## src/rtl/sys_time_pkg.sv

```systemverilog
package sys_time_pkg;
    localparam int NUM_SRC = 3;
    localparam int SEL_W   = 2;
    localparam int ADDR_W  = 8;
    localparam int DATA_W  = 32;

    localparam logic [ADDR_W-1:0] OFS_SEC = 8'h24;
    localparam logic [ADDR_W-1:0] OFS_NS  = 8'h28;
    localparam logic [ADDR_W-1:0] OFS_CMP = 8'h2C;
    localparam logic [ADDR_W-1:0] OFS_CFG = 8'h40;
endpackage

```

## src/rtl/systime_counter.sv

```systemverilog
module systime_counter #(
    parameter int NS_W = 32,
    parameter int S_W  = 32
) (
    input  logic            clk_i,
    input  logic            rst_ni,
    input  logic            tick_i,
    input  logic [NS_W-1:0] border_i,
    output logic [NS_W-1:0] ns_o,
    output logic [S_W-1:0]  s_o
);
    typedef struct packed {
        logic [NS_W-1:0] ns;
        logic [S_W-1:0]  s;
    } cnt_t;

    cnt_t cnt_d, cnt_q;
    logic [NS_W:0] ns_inc;

    always_comb begin
        cnt_d  = cnt_q;
        ns_inc = {1'b0, cnt_q.ns} + 1'b1;
        if (tick_i) begin
            if (ns_inc >= {1'b0, border_i}) begin
                cnt_d.ns = '0;
                cnt_d.s  = cnt_q.s + 1'b1;
            end else begin
                cnt_d.ns = ns_inc[NS_W-1:0];
            end
        end
    end

    always_ff @(posedge clk_i or negedge rst_ni) begin
        if (!rst_ni) cnt_q <= '0;
        else         cnt_q <= cnt_d;
    end

    assign ns_o = cnt_q.ns;
    assign s_o  = cnt_q.s;


    wrap_carry_chk: assert property (@(posedge clk_i) disable iff (!rst_ni)
        (cnt_q.ns == '0 && $past(cnt_q.ns) != '0) |-> (cnt_q.s == $past(cnt_q.s) + 1'b1));


    sec_step_chk: assert property (@(posedge clk_i) disable iff (!rst_ni)
        (cnt_q.s != $past(cnt_q.s)) |-> (cnt_q.s == $past(cnt_q.s) + 1'b1 && cnt_q.ns == '0));
endmodule

```

## src/rtl/sec_compare.sv

```systemverilog
module sec_compare #(
    parameter int S_W = 32
) (
    input  logic           clk_i,
    input  logic           rst_ni,
    input  logic           en_i,
    input  logic [S_W-1:0] sec_i,
    input  logic [S_W-1:0] cmp_i,
    output logic           evt_o
);
    typedef struct packed {
        logic eq;
        logic evt;
    } cmp_st_t;

    cmp_st_t st_d, st_q;
    logic    eq_now;

    always_comb begin
        eq_now     = en_i && (sec_i == cmp_i);
        st_d.eq    = eq_now;
        st_d.evt   = eq_now && !st_q.eq;
    end

    always_ff @(posedge clk_i or negedge rst_ni) begin
        if (!rst_ni) begin
            st_q.eq  <= 1'b1;
            st_q.evt <= 1'b0;
        end else begin
            st_q <= st_d;
        end
    end

    assign evt_o = st_q.evt;


    evt_single_chk: assert property (@(posedge clk_i) disable iff (!rst_ni)
        st_q.evt |=> !st_q.evt);
endmodule

```

## src/rtl/sys_time_reader.sv

```systemverilog
module sys_time_reader
    import sys_time_pkg::*;
#(
    parameter int NS_W = 32,
    parameter int S_W  = 32
) (
    input  logic                 clk_i,
    input  logic                 rst_ni,
    input  logic [NUM_SRC-1:0]   tick_i,
    input  logic [NS_W-1:0]      border_i,
    input  logic                 rd_i,
    input  logic                 wr_i,
    input  logic [ADDR_W-1:0]    addr_i,
    input  logic [DATA_W-1:0]    wdata_i,
    output logic [DATA_W-1:0]    rdata_o,
    output logic                 sec_match_o
);
    typedef struct packed {
        logic [NS_W-1:0]   snap;
        logic              snap_vld;
        logic [S_W-1:0]    cmp;
        logic [SEL_W-1:0]  cfg;
        logic [DATA_W-1:0] rdata;
    } reg_st_t;

    reg_st_t st_d, st_q;

    logic [NS_W-1:0] ns_w [NUM_SRC];
    logic [S_W-1:0]  s_w  [NUM_SRC];
    logic [NS_W-1:0] sel_ns;
    logic [S_W-1:0]  sel_s;
    logic            sel_ok;

    for (genvar k = 0; k < NUM_SRC; k++) begin : g_src
        systime_counter #(.NS_W(NS_W), .S_W(S_W)) u_cnt (
            .clk_i    (clk_i),
            .rst_ni   (rst_ni),
            .tick_i   (tick_i[k]),
            .border_i (border_i),
            .ns_o     (ns_w[k]),
            .s_o      (s_w[k])
        );
    end

    always_comb begin
        sel_ok = (int'(st_q.cfg) < NUM_SRC);
        sel_ns = '0;
        sel_s  = '0;
        for (int k = 0; k < NUM_SRC; k++) begin
            if (int'(st_q.cfg) == k) begin
                sel_ns = ns_w[k];
                sel_s  = s_w[k];
            end
        end
    end

    always_comb begin
        st_d       = st_q;
        st_d.rdata = '0;
        if (rd_i) begin
            unique case (addr_i)
                OFS_SEC: begin
                    st_d.rdata    = DATA_W'(sel_s);
                    st_d.snap     = sel_ns;
                    st_d.snap_vld = 1'b1;
                end
                OFS_NS: begin
                    st_d.rdata    = st_q.snap_vld ? DATA_W'(st_q.snap) : DATA_W'(sel_ns);
                    st_d.snap_vld = 1'b0;
                end
                OFS_CMP: st_d.rdata = DATA_W'(st_q.cmp);
                OFS_CFG: st_d.rdata = DATA_W'(st_q.cfg);
                default: st_d.rdata = '0;
            endcase
        end
        if (wr_i) begin
            if (addr_i == OFS_CMP) st_d.cmp = wdata_i[S_W-1:0];
            if (addr_i == OFS_CFG) st_d.cfg = wdata_i[SEL_W-1:0];
        end
    end

    always_ff @(posedge clk_i or negedge rst_ni) begin
        if (!rst_ni) st_q <= '0;
        else         st_q <= st_d;
    end

    sec_compare #(.S_W(S_W)) u_cmp (
        .clk_i  (clk_i),
        .rst_ni (rst_ni),
        .en_i   (sel_ok),
        .sec_i  (sel_s),
        .cmp_i  (st_q.cmp),
        .evt_o  (sec_match_o)
    );

    assign rdata_o = st_q.rdata;


    snap_arm_chk: assert property (@(posedge clk_i) disable iff (!rst_ni)
        (rd_i && addr_i == OFS_SEC) |=> st_q.snap_vld);


    unused_sel_chk: assert property (@(posedge clk_i) disable iff (!rst_ni)
        (rd_i && addr_i == OFS_SEC && st_q.cfg == 2'd3) |=> (rdata_o == '0));


    cmp_hold_chk: assert property (@(posedge clk_i) disable iff (!rst_ni)
        !(wr_i && addr_i == OFS_CMP) |=> $stable(st_q.cmp));
endmodule

```

## config.mk

```make
export PLATFORM = sky130hd
export DESIGN_NAME = sys_time_reader
export DESIGN_NICKNAME = d
export VERILOG_FILES = /design/src/rtl/sys_time_pkg.sv /design/src/rtl/systime_counter.sv /design/src/rtl/sec_compare.sv /design/src/rtl/sys_time_reader.sv
export SDC_FILE = /design/constraint.sdc
export NUM_CORES = 1
export LEC_CHECK = 0
export BUFFER_PORTS_ARGS = -buffer_cell sky130_fd_sc_hd__buf_2
export CAP_MARGIN = 25
export CORE_MARGIN = 4
export CORE_UTILIZATION = 60
export DETAILED_ROUTE_END_ITERATION = 8
export PLACE_DENSITY_LB_ADDON = 0.08
export SLEW_MARGIN = 20
export SYNTH_ARGS = -nofsm -noshare
export SYNTH_HDL_FRONTEND = slang
export SYNTH_SLANG_ARGS = --single-unit
export TNS_END_PERCENT = 20
```

## constraint.sdc

```tcl
create_clock -name clk_i -period 4.9 [get_ports clk_i]
set_input_delay 0.245 -clock clk_i [delete_from_list [all_inputs] [get_ports clk_i]]
set_output_delay 0.245 -clock clk_i [all_outputs]
set_load 0.02 [all_outputs]
```

# ---- Yosys cells after proc, flatten, opt, wreduce, memory -nomap -nowiden
# Cells that the tools add are included.
dict set report classes {
  add_sub_neg 6
  mul 0
  div 0
  magnitude_cmp 4
  eq_ne 7
  shifts 0
  mux 13
  bitwise_logic 0
  reduce_logical 12
}
# operator n
set op_table {}
lappend op_table {{32-bit two-way mux} 11}
lappend op_table {{32-bit one-hot mux with 4 select lines} 1}
lappend op_table {{32-bit by 1-bit adder with 33-bit output, second input constant} 3}
lappend op_table {{33-bit by 32-bit >= comparator with 1-bit output} 3}
lappend op_table {{32-bit by 1-bit adder with 32-bit output, second input constant} 3}
lappend op_table {{32-bit == test} 1}
lappend op_table {{8-bit by 6-bit == test with 1-bit output, second input constant} 3}
lappend op_table {{2-bit AND reduction} 7}
lappend op_table {{8-bit by 7-bit == test with 1-bit output, second input constant} 1}
lappend op_table {{2-bit == test, second input constant} 2}
lappend op_table {{1-bit logical AND} 2}
lappend op_table {{2-bit logical NOT} 1}
lappend op_table {{2-bit less-than comparator, second input constant} 1}
lappend op_table {{1-bit one-hot mux with 2 select lines} 1}
lappend op_table {{2-bit nonzero test} 1}
lappend op_table {{1-bit logical NOT} 1}
dict set report word_totals {
  ff_bits 293
  latch_bits 0
  mem_bits_rw 0
  rom_bits 0
  inputBits 79
  out_inout_bits 33
  word_cells 55
  n_memories 0
}

# ---- Logic depth before layout (Yosys ltp)
# Gate-level depths: netlist of the first run.
dict set report logic_depth {
  ltp_word 7
  depth_mapped 22
  ltp_nobuf 16
}

# ---- Modules after synthesis
# A second synthesis of the first run with hierarchy kept.
dict set report unflattened {
  cells_unflattened 2091
  area_unflattened_um2 19975.4
}
# mod n_inst cells_each area_per_inst_um2 seq_area_each_um2
set modules_own_cells {}
lappend modules_own_cells {systime_counter 3 486 4416.7 1601.5}
lappend modules_own_cells {sys_time_reader 1 568 6224.7 2477.4}
lappend modules_own_cells {sec_compare 1 65 500.5 51.3}

# ---- Worst setup path before layout of the first run
# No wires, ideal clock.
dict set report synth_timing {
  path_type {reg2reg}
  start {register g_src[1].u_cnt.cnt_q (netlist bit g_src[1].u_cnt.ns_o[8])}
  end {register g_src[1].u_cnt.cnt_q (netlist bit g_src[1].u_cnt.s_o[31])}
  setup_ns 0.123
  arrival_time_ns 4.193
  required_ns 4.777
  path_slack_ns 0.584
  path_stages_with_launch 19
  n_path_buf 3
  synth_period_minus_slack_ns 4.316
  path_cell_list {dfrtp_1 -> buf_4 -> nand4_2 -> or4_4 -> or2_2 -> clkbuf_1 -> nor3_1 -> and3_1 -> xor2_1 -> ha_1 -> nand3_1 -> nor4_1 -> nand4_1 -> a2111o_1 -> nand3_2 -> and3_1 -> buf_6 -> or3b_1 -> xnor2_1}
}
dict set report synth_via {
  elab_chain_len 3
}
# item line
set synth_lines {}
lappend synth_lines {{start, declared} systime_counter.sv:17} ;# cnt_t cnt_d, cnt_q;
lappend synth_lines {{start signal, assigned} systime_counter.sv:35} ;# else cnt_q <= cnt_d;
lappend synth_lines {{32-bit by 1-bit adder with 33-bit output} systime_counter.sv:22} ;# ns_inc = {1'b0, cnt_q.ns} + 1'b1;
lappend synth_lines {{33-bit by 32-bit >= comparator with 1-bit output} systime_counter.sv:24} ;# if (ns_inc >= {1'b0, border_i}) begin
lappend synth_lines {{2-bit AND reduction (no line)} n/a}
# No other way between the ends.
# A chain may end at the register's enable or synchronous reset.

# ---- Worst setup path in the final report of the first run
dict set report layout_timing {
  start {register g_src[0].u_cnt.cnt_q (netlist bit g_src[0].u_cnt.ns_o[0])}
  end {register g_src[0].u_cnt.cnt_q (netlist bit g_src[0].u_cnt.ns_o[23])}
}
dict set report layout_via {
  elab_chain_len 3
}
# item line
set layout_lines {}
lappend layout_lines {{start, declared} systime_counter.sv:17}
lappend layout_lines {{start signal, assigned} systime_counter.sv:35}
lappend layout_lines {{32-bit by 1-bit adder with 33-bit output *} systime_counter.sv:22}
lappend layout_lines {{33-bit by 32-bit >= comparator with 1-bit output} systime_counter.sv:24}
lappend layout_lines {{32-bit two-way mux *} systime_counter.sv:24}
# Mark *: on every way between the ends. The rest lies on a longest branch, timed or not.

==> impl_metrics.tcl, run 1 <==
set metrics [dict create \
    syn_to_final_growth_pct 12.1 \
    cts_tree "yes" \
    cts_buffers 35 \
    portBuffers 111 \
    critPathMaxFanout 12 \
    vias 15884 \
    grt_start_max_net_pins 99 \
    finClkSkew_ps 22.5 \
    worstMarginPinSlew_ps 933 \
    cts_setup_buffers 0 \
    synth_flop_cell "dfrtp_1" \
    synth_area_leader_cell "dfrtp_1" \
    fp.dieH_um 183 \
    clk_latency_ps 530 \
    max_freq_mhz 217 \
    drc_errors 0 \
    path_buf_inv 1 \
    grt_usage_pct 32.6 \
    yosysMostFrequentCell "dfrtp_1" \
    peakVddDrop_v 0.000417 \
    ant_nets 0 \
    initial_core_util_pct 61.4 \
    synth_common_cells "292 x dfrtp_1, 211 x nand2_1, 179 x o21ai_0, 137 x nor2_1, 131 x nand3_1" \
    final_nets 2268 \
    drive_above_1_share_pct 13.1 \
    period_share_pct 94.0 \
    dr.first_iter.drc_count 1913 \
    maxCapViolCount 0 \
    htree_levels 2 \
    vias_per_cell 6.34 \
    synthesis.area_um2 18400 \
    period_needed_ps 4600 \
    hp-class "input port to flop" \
    synth_cell_type_count 65 \
    root_buffer "clkbuf_16" \
    ys_ff_latch 293 \
    dr.pass1.iters 8 \
    antennaDiodeCount 0 \
    cp_data_arrival_time_ps 5050 \
    critPathTopFamily "simple AND/OR/NAND/NOR gates" \
    dieArea_um2 33500 \
    slew_headroom_pct 37.8 \
    outcome "complete, no violations" \
    syn-num-nets 2202 \
    grt_pass1_wl_um 85700 \
    rows 63 \
    clk_path_buf_depth 3 \
    antenna_found_initial 0 \
    finalNonFillerCells 2504 \
    ios 112 \
    fill_cells 2366 \
    grt.overflow.total 0 \
    dp_cells 2408 \
    cp_cell_sequence "ha_1 -> nand3_1 -> nor2_1 -> buf_4 -> and2_1 -> nand3_1 -> xnor2_1 -> ha_1 -> a21o_1 -> a21o_1 -> a21oi_1 -> o22ai_1 -> a211oi_1 -> and4_1 -> and2_1 -> a22o_1" \
    yosysWarnings 0 \
    wl_per_cell_um 22.2 \
    register_area_um2 7340 \
    post-dp-hpwl_um 40100 \
    routed_wirelength_um 55700 \
    yosys-top-cells-area "dfrtp_1 40%, ha_1 6.9%, xnor2_1 5.7%, o21ai_0 4.9%, xor2_1 4.6%" \
    numClockSinks 293 \
    crit_type "flop to flop" \
    slew_violations 0 \
    crit_path_start_kind "flop" \
    ys_seq_area_share_pct 39.9 \
    synthArstFlopShare_pct 100 \
    clk_pin_slew_worst_paths_ps 60 \
    p_leak_uw 0.00980 \
    avgSynthCellArea_um2 9.10 \
    setup_viol 0 \
    fin_tns_setup_ps 0 \
    synth_top_area_share_pct 39.7 \
    hold_viol_final 0 \
    cpPeakStageDelay_ps 590 \
    grt_setup_unrepaired "false" \
    crit_slowest_cell "and2_1" \
    postSynthCellCount 2021 \
    coreArea_um2 30000 \
    power_density_nw_per_um2 332 \
    first_global_vias 14895 \
    place_congestion 0.953 \
    die_w_um 183 \
    multi_input_area_um2 10100 \
    critical_path_required_ps 5350 \
    synth_edf_count 0 \
    end_kind "flop" \
]
[repair_timing]
| action | 4_1_cts | 5_1_grt |
|---|---|---|
| gates resized for setup | 0 | 7 |
| endpoints found under the setup margin | 0 | 71 |
| hold buffers | 32 | 0 |
| endpoints found under the hold margin | 125 | 0 |
[path summary, 6_finish.rpt]
path	startpoint	end	slack, ps	cells past startpoint
worst max-delay path	g_src[0].u_cnt.ns_o[0]$_DFFE_PN0P_	g_src[0].u_cnt.ns_o[23]$_DFFE_PN0P_	300	16
worst min-delay path	wdata_i[0]	st_q[34]$_DFFE_PN0P_	20	2
worst max register to register	g_src[0].u_cnt.ns_o[0]$_DFFE_PN0P_	g_src[0].u_cnt.ns_o[23]$_DFFE_PN0P_	300	16
worst min register to register	g_src[2].u_cnt.s_o[31]$_DFFE_PN0P_	g_src[2].u_cnt.s_o[31]$_DFFE_PN0P_	470	1
max in group asynchronous	rst_ni	g_src[1].u_cnt.ns_o[22]$_DFFE_PN0P_	3220	3
min in group asynchronous	rst_ni	g_src[0].u_cnt.ns_o[5]$_DFFE_PN0P_	330	2
[stage by stage]
stage	hold WS [ps]	util [%]	worst slack, ps	power [µW]	area, µm²
2_1_floorplan	-50.6	-	584	3610	18400
3_3_place_gp	328	63.6	330	4050	19000
3_5_place_dp	332	63.6	100	4090	19000
4_1_cts	0.242	68.7	60.5	6840	20600
5_1_grt	14.6	68.8	6.30	7120	20600
6_report	19.2	68.8	296	6840	20600
[cell type report]
| type | instances | share of cell area (%) |
|---|---|---|
| Clock buffer | 54 | 5.33 |
| Clock inverter | 10 | 0.595 |
| Inverter | 89 | 1.62 |
| Multi-Input combinational cell | 1488 | 48.8 |
| Sequential cell | 293 | 35.6 |
| Tap cell | 390 | 2.37 |
| Timing Repair Buffer | 180 | 5.70 |
[logic make-up (layout without fill, tap and decap cells)]
family	after synthesis	after routing	share of synthesized area, %
adders and majority gates	102	102	6.94
muxes	104	104	5.92
buffers and inverters	240	333	5.74
and+or+nand+nor	697	697	18.6
DFF	293	293	39.9
xor gates and xnor gates	215	215	10.2
AOI/OAI and AO/OA	370	370	12.7
[routing by layer]
layer  part of all wire (%)  routed length (µm)  track usage (%)  vias to the layer above
li1                       -                   -                -                     7232
met1                     44               24400             48.6                     7737
met2                     44               24200             48.3                      789
met3                    9.5                5300             6.62                      126
met4                    3.1                1750             9.77                        0
met5                      0                   0                0                        -
[power breakdown]
part	internal [µW]	switching, µW	total, µW	leakage (µW)
Combinational	485	762	1250	0.00522
Sequential	2590	278	2870	0.00398
Clock	1660	1070	2720	0.000595
[worst register-to-register path: stages (launching register included)]
cell      delay (ps)
dfrtp_1          470
ha_1             280
nand3_1          150
nor2_1           380
buf_4            220
and2_1           190
nand3_1          110
xnor2_1          240
ha_1             300
a21o_1           170
a21o_1           170
a21oi_1          280
o22ai_1          160
a211oi_1         240
and4_1           320
and2_1           590
a22o_1           270
[state kept, by name, summed over array words and instances (netlist names)]
signal            flops
g_src.u_cnt.ns_o     96
g_src.u_cnt.s_o      96
st_q                 67
rdata_o              32
u_cmp.evt_o           1
u_cmp.st_q            1
[cells in the final DEF (no fill, tap or decap), types with 4 or more instances in the layout]
| cell | instances |
|---|---|
| dfrtp_1 | 290 |
| nand2_1 | 210 |
| o21ai_0 | 179 |
| nor2_1 | 136 |
| nand3_1 | 130 |
| xnor2_1 | 119 |
| buf_2 | 110 |
| ha_1 | 102 |
| xor2_1 | 96 |
| inv_1 | 88 |
| mux2i_1 | 66 |
| a21oi_1 | 61 |
| and3_1 | 42 |
| nand4_1 | 42 |
| mux2_2 | 38 |
| clkbuf_16 | 36 |
| buf_4 | 36 |
| dlygate4sd3_1 | 32 |
| a222oi_1 | 30 |
| a21o_1 | 30 |
| nor3_1 | 28 |
| nor4_1 | 27 |
| and4_1 | 21 |
| a22o_1 | 19 |
| o2bb2ai_1 | 17 |
| clkbuf_8 | 13 |
| and2_1 | 10 |
| a221oi_1 | 6 |
| nand3b_1 | 6 |
| nand2b_1 | 6 |
| or2_2 | 5 |
| clkbuf_1 | 5 |
| nor2b_1 | 4 |
No activity file was read; power rests on OpenSTA's default activity.
==> run 2, diff against run 1 <==
Settings changed: REMOVE_ABC_BUFFERS from default to 1.
==> run 2 against run 1 <==
Compared with the run above:
- first-iteration DRC count shrank 14%
- hold slack gained 69 ps
- sequential power hardly changed
- global-route usage decreased by 1.3 points
- register-to-register slack got worse by 50 ps
- final cell count did not move
- utilization rose by 0.054 points
- combinational power barely moved
- cell area about the same
==> impl_metrics.tcl, run 2 (synthesis results as in run 1) <==
set metrics [dict create \
    utilization_pct 68.9 \
    switchingPower_uw 2060 \
    root_buffer "clkbuf_16" \
    syn_to_final_growth_pct 12.2 \
    portBuffers 111 \
    ios 112 \
    setup_viol 0 \
    maxCapViolCount 0 \
    gr-usage-met3_pct 4.24 \
    critical_path_required_ps 5360 \
    switching_share_pct 30.8 \
    rows 63 \
    power_density_nw_per_um2 325 \
    dieArea_um2 33500 \
    vias_per_cell 6.25 \
    dr.first_iter.drc_count 1642 \
    cts_tree "yes" \
    top_usage_layer "met2" \
    intPower_uw 4640 \
    cp_data_arrival_time_ps 5110 \
    outcome "complete, no violations" \
    routed_wirelength_um 53300 \
    clk_pin_slew_worst_paths_ps 70 \
    post-dp-hpwl_um 38300 \
    power.total_uw 6700 \
    critPathMaxFanout 39 \
    crit_type "flop to flop" \
    grt_setup_unrepaired "false" \
    dr.pass1.iters 9 \
    worstMarginPinSlew_ps 975 \
    power_frac_seq_pct 42.4 \
    finalNonFillerCells 2504 \
    ant_nets 0 \
    drc_errors 0 \
    htree_levels 2 \
    final_common_cell "dfrtp_1" \
    grt_usage_pct 31.3 \
    hp-class "input port to flop" \
    drive_above_1_share_pct 13.0 \
    cts_buffers 34 \
    slew_headroom_pct 35.0 \
    grt_pass1_wl_um 84400 \
    clk_latency_ps 530 \
    coreArea_um2 30000 \
    use_met2_pct 49.8 \
    period_needed_ps 4650 \
    layout_common_cells "288 x dfrtp_1, 211 x nand2_1, 179 x o21ai_0" \
    use_met1_pct 46.0 \
    hold_slack_ps 88.7 \
    final_nets 2275 \
    grt.overflow.total 0 \
    finClkSkew_ps 24.7 \
    comb_power_share_pct 18.9 \
    numClockSinks 293 \
    peakVddDrop_v 0.000255 \
    period_share_pct 94.9 \
    slew_violations 0 \
    hold_viol_final 0 \
    antennaDiodeCount 0 \
    first_global_vias 15157 \
    end_kind "flop" \
    crit_path_start_kind "flop" \
    vias 15651 \
    initial_core_util_pct 61.4 \
    clk_path_buf_depth 3 \
    fp.dieH_um 183 \
    die_w_um 183 \
    wl_per_cell_um 21.3 \
    place_congestion 0.946 \
    dp_cells 2412 \
    p_clk_share_pct 38.8 \
    grt_start_max_net_pins 114 \
    max_freq_mhz 215 \
    antenna_found_initial 0 \
    p_leak_uw 0.00981 \
]
## run 2: layout make-up
class	instances	area, µm²
Multi-Input combinational cell	1488	10100
Sequential cell	293	7340
Inverter	89	334
Clock inverter	10	173
Tap cell	390	488
Timing Repair Buffer	188	1280
Fill cell	2334	9320
Clock buffer	46	937
## run 2: worst max-delay path, cell delays in order (launching register included)
cell     delay [ps]
dfrtp_1         450
nand2_1         140
nor4_2          310
buf_4           190
or3b_2          520
buf_4           190
nor2_1          160
and3_1          190
xnor2_1          80
ha_1            300
nand3_1          90
or3_1           310
or4_1           480
a21oi_1         170
a211o_2         160
buf_12          220
nand3_2         210
nor3_1          240
xor2_1          170
## run 2: power by group through the flow
stage               Sequential, µW  Combinational (µW)  Clock, µW
floorplan                     2830                 743          0
finish                        2840                1260       2600
global placement              2860                1180          0
detailed placement            2870                1220          0
CTS                           2830                1250       2620
global route                  2860                1400       2730
## run 2: per-layer routing
metal	up-vias	part of all wire [%]
li1	7234	-
met1	7714	45
met2	616	46
met3	87	7.5
met4	0	2.2
met5	-	0
## run 2: through the flow
| step | TNS, ps | setup WS [ps] | area [µm²] |
|---|---|---|---|
| final | 0 | 247 | 20600 |
| after CTS | 0 | 35.8 | 20600 |
| after global routing | 0 | 9.18 | 20600 |
| after floorplan | -2230 | -257 | 17700 |
| after detailed placement | -5770 | -233 | 19100 |
| after global placement | -1180 | -110 | 19100 |
## run 2: final timing paths
kind / start / end / slack [ps] / depth (start not counted)
setup reg to reg: g_src[2].u_cnt.ns_o[0]$_DFFE_PN0P_ / g_src[2].u_cnt.s_o[31]$_DFFE_PN0P_ / 250 / 18
setup / recovery: g_src[2].u_cnt.ns_o[0]$_DFFE_PN0P_ / g_src[2].u_cnt.s_o[31]$_DFFE_PN0P_ / 250 / 18
hold reg to reg: g_src[1].u_cnt.s_o[31]$_DFFE_PN0P_ / g_src[1].u_cnt.s_o[31]$_DFFE_PN0P_ / 470 / 1
max in group asynchronous: rst_ni / g_src[1].u_cnt.s_o[6]$_DFFE_PN0P_ / 3270 / 3
min in group asynchronous: rst_ni / g_src[0].u_cnt.ns_o[3]$_DFFE_PN0P_ / 350 / 2
hold / removal: wr_i / st_q[33]$_DFFE_PN0P_ / 90 / 3
## run 2: repair_timing
| action | in CTS | in global routing |
|---|---|---|
| hold buffers | 34 | 0 |
| buffers inserted | 0 | 2 |
| pin swaps | 0 | 3 |
| resized for setup | 2 | 10 |
| endpoints found under the setup margin | 54 | 78 |
| hold endpoints to repair | 144 | 0 |
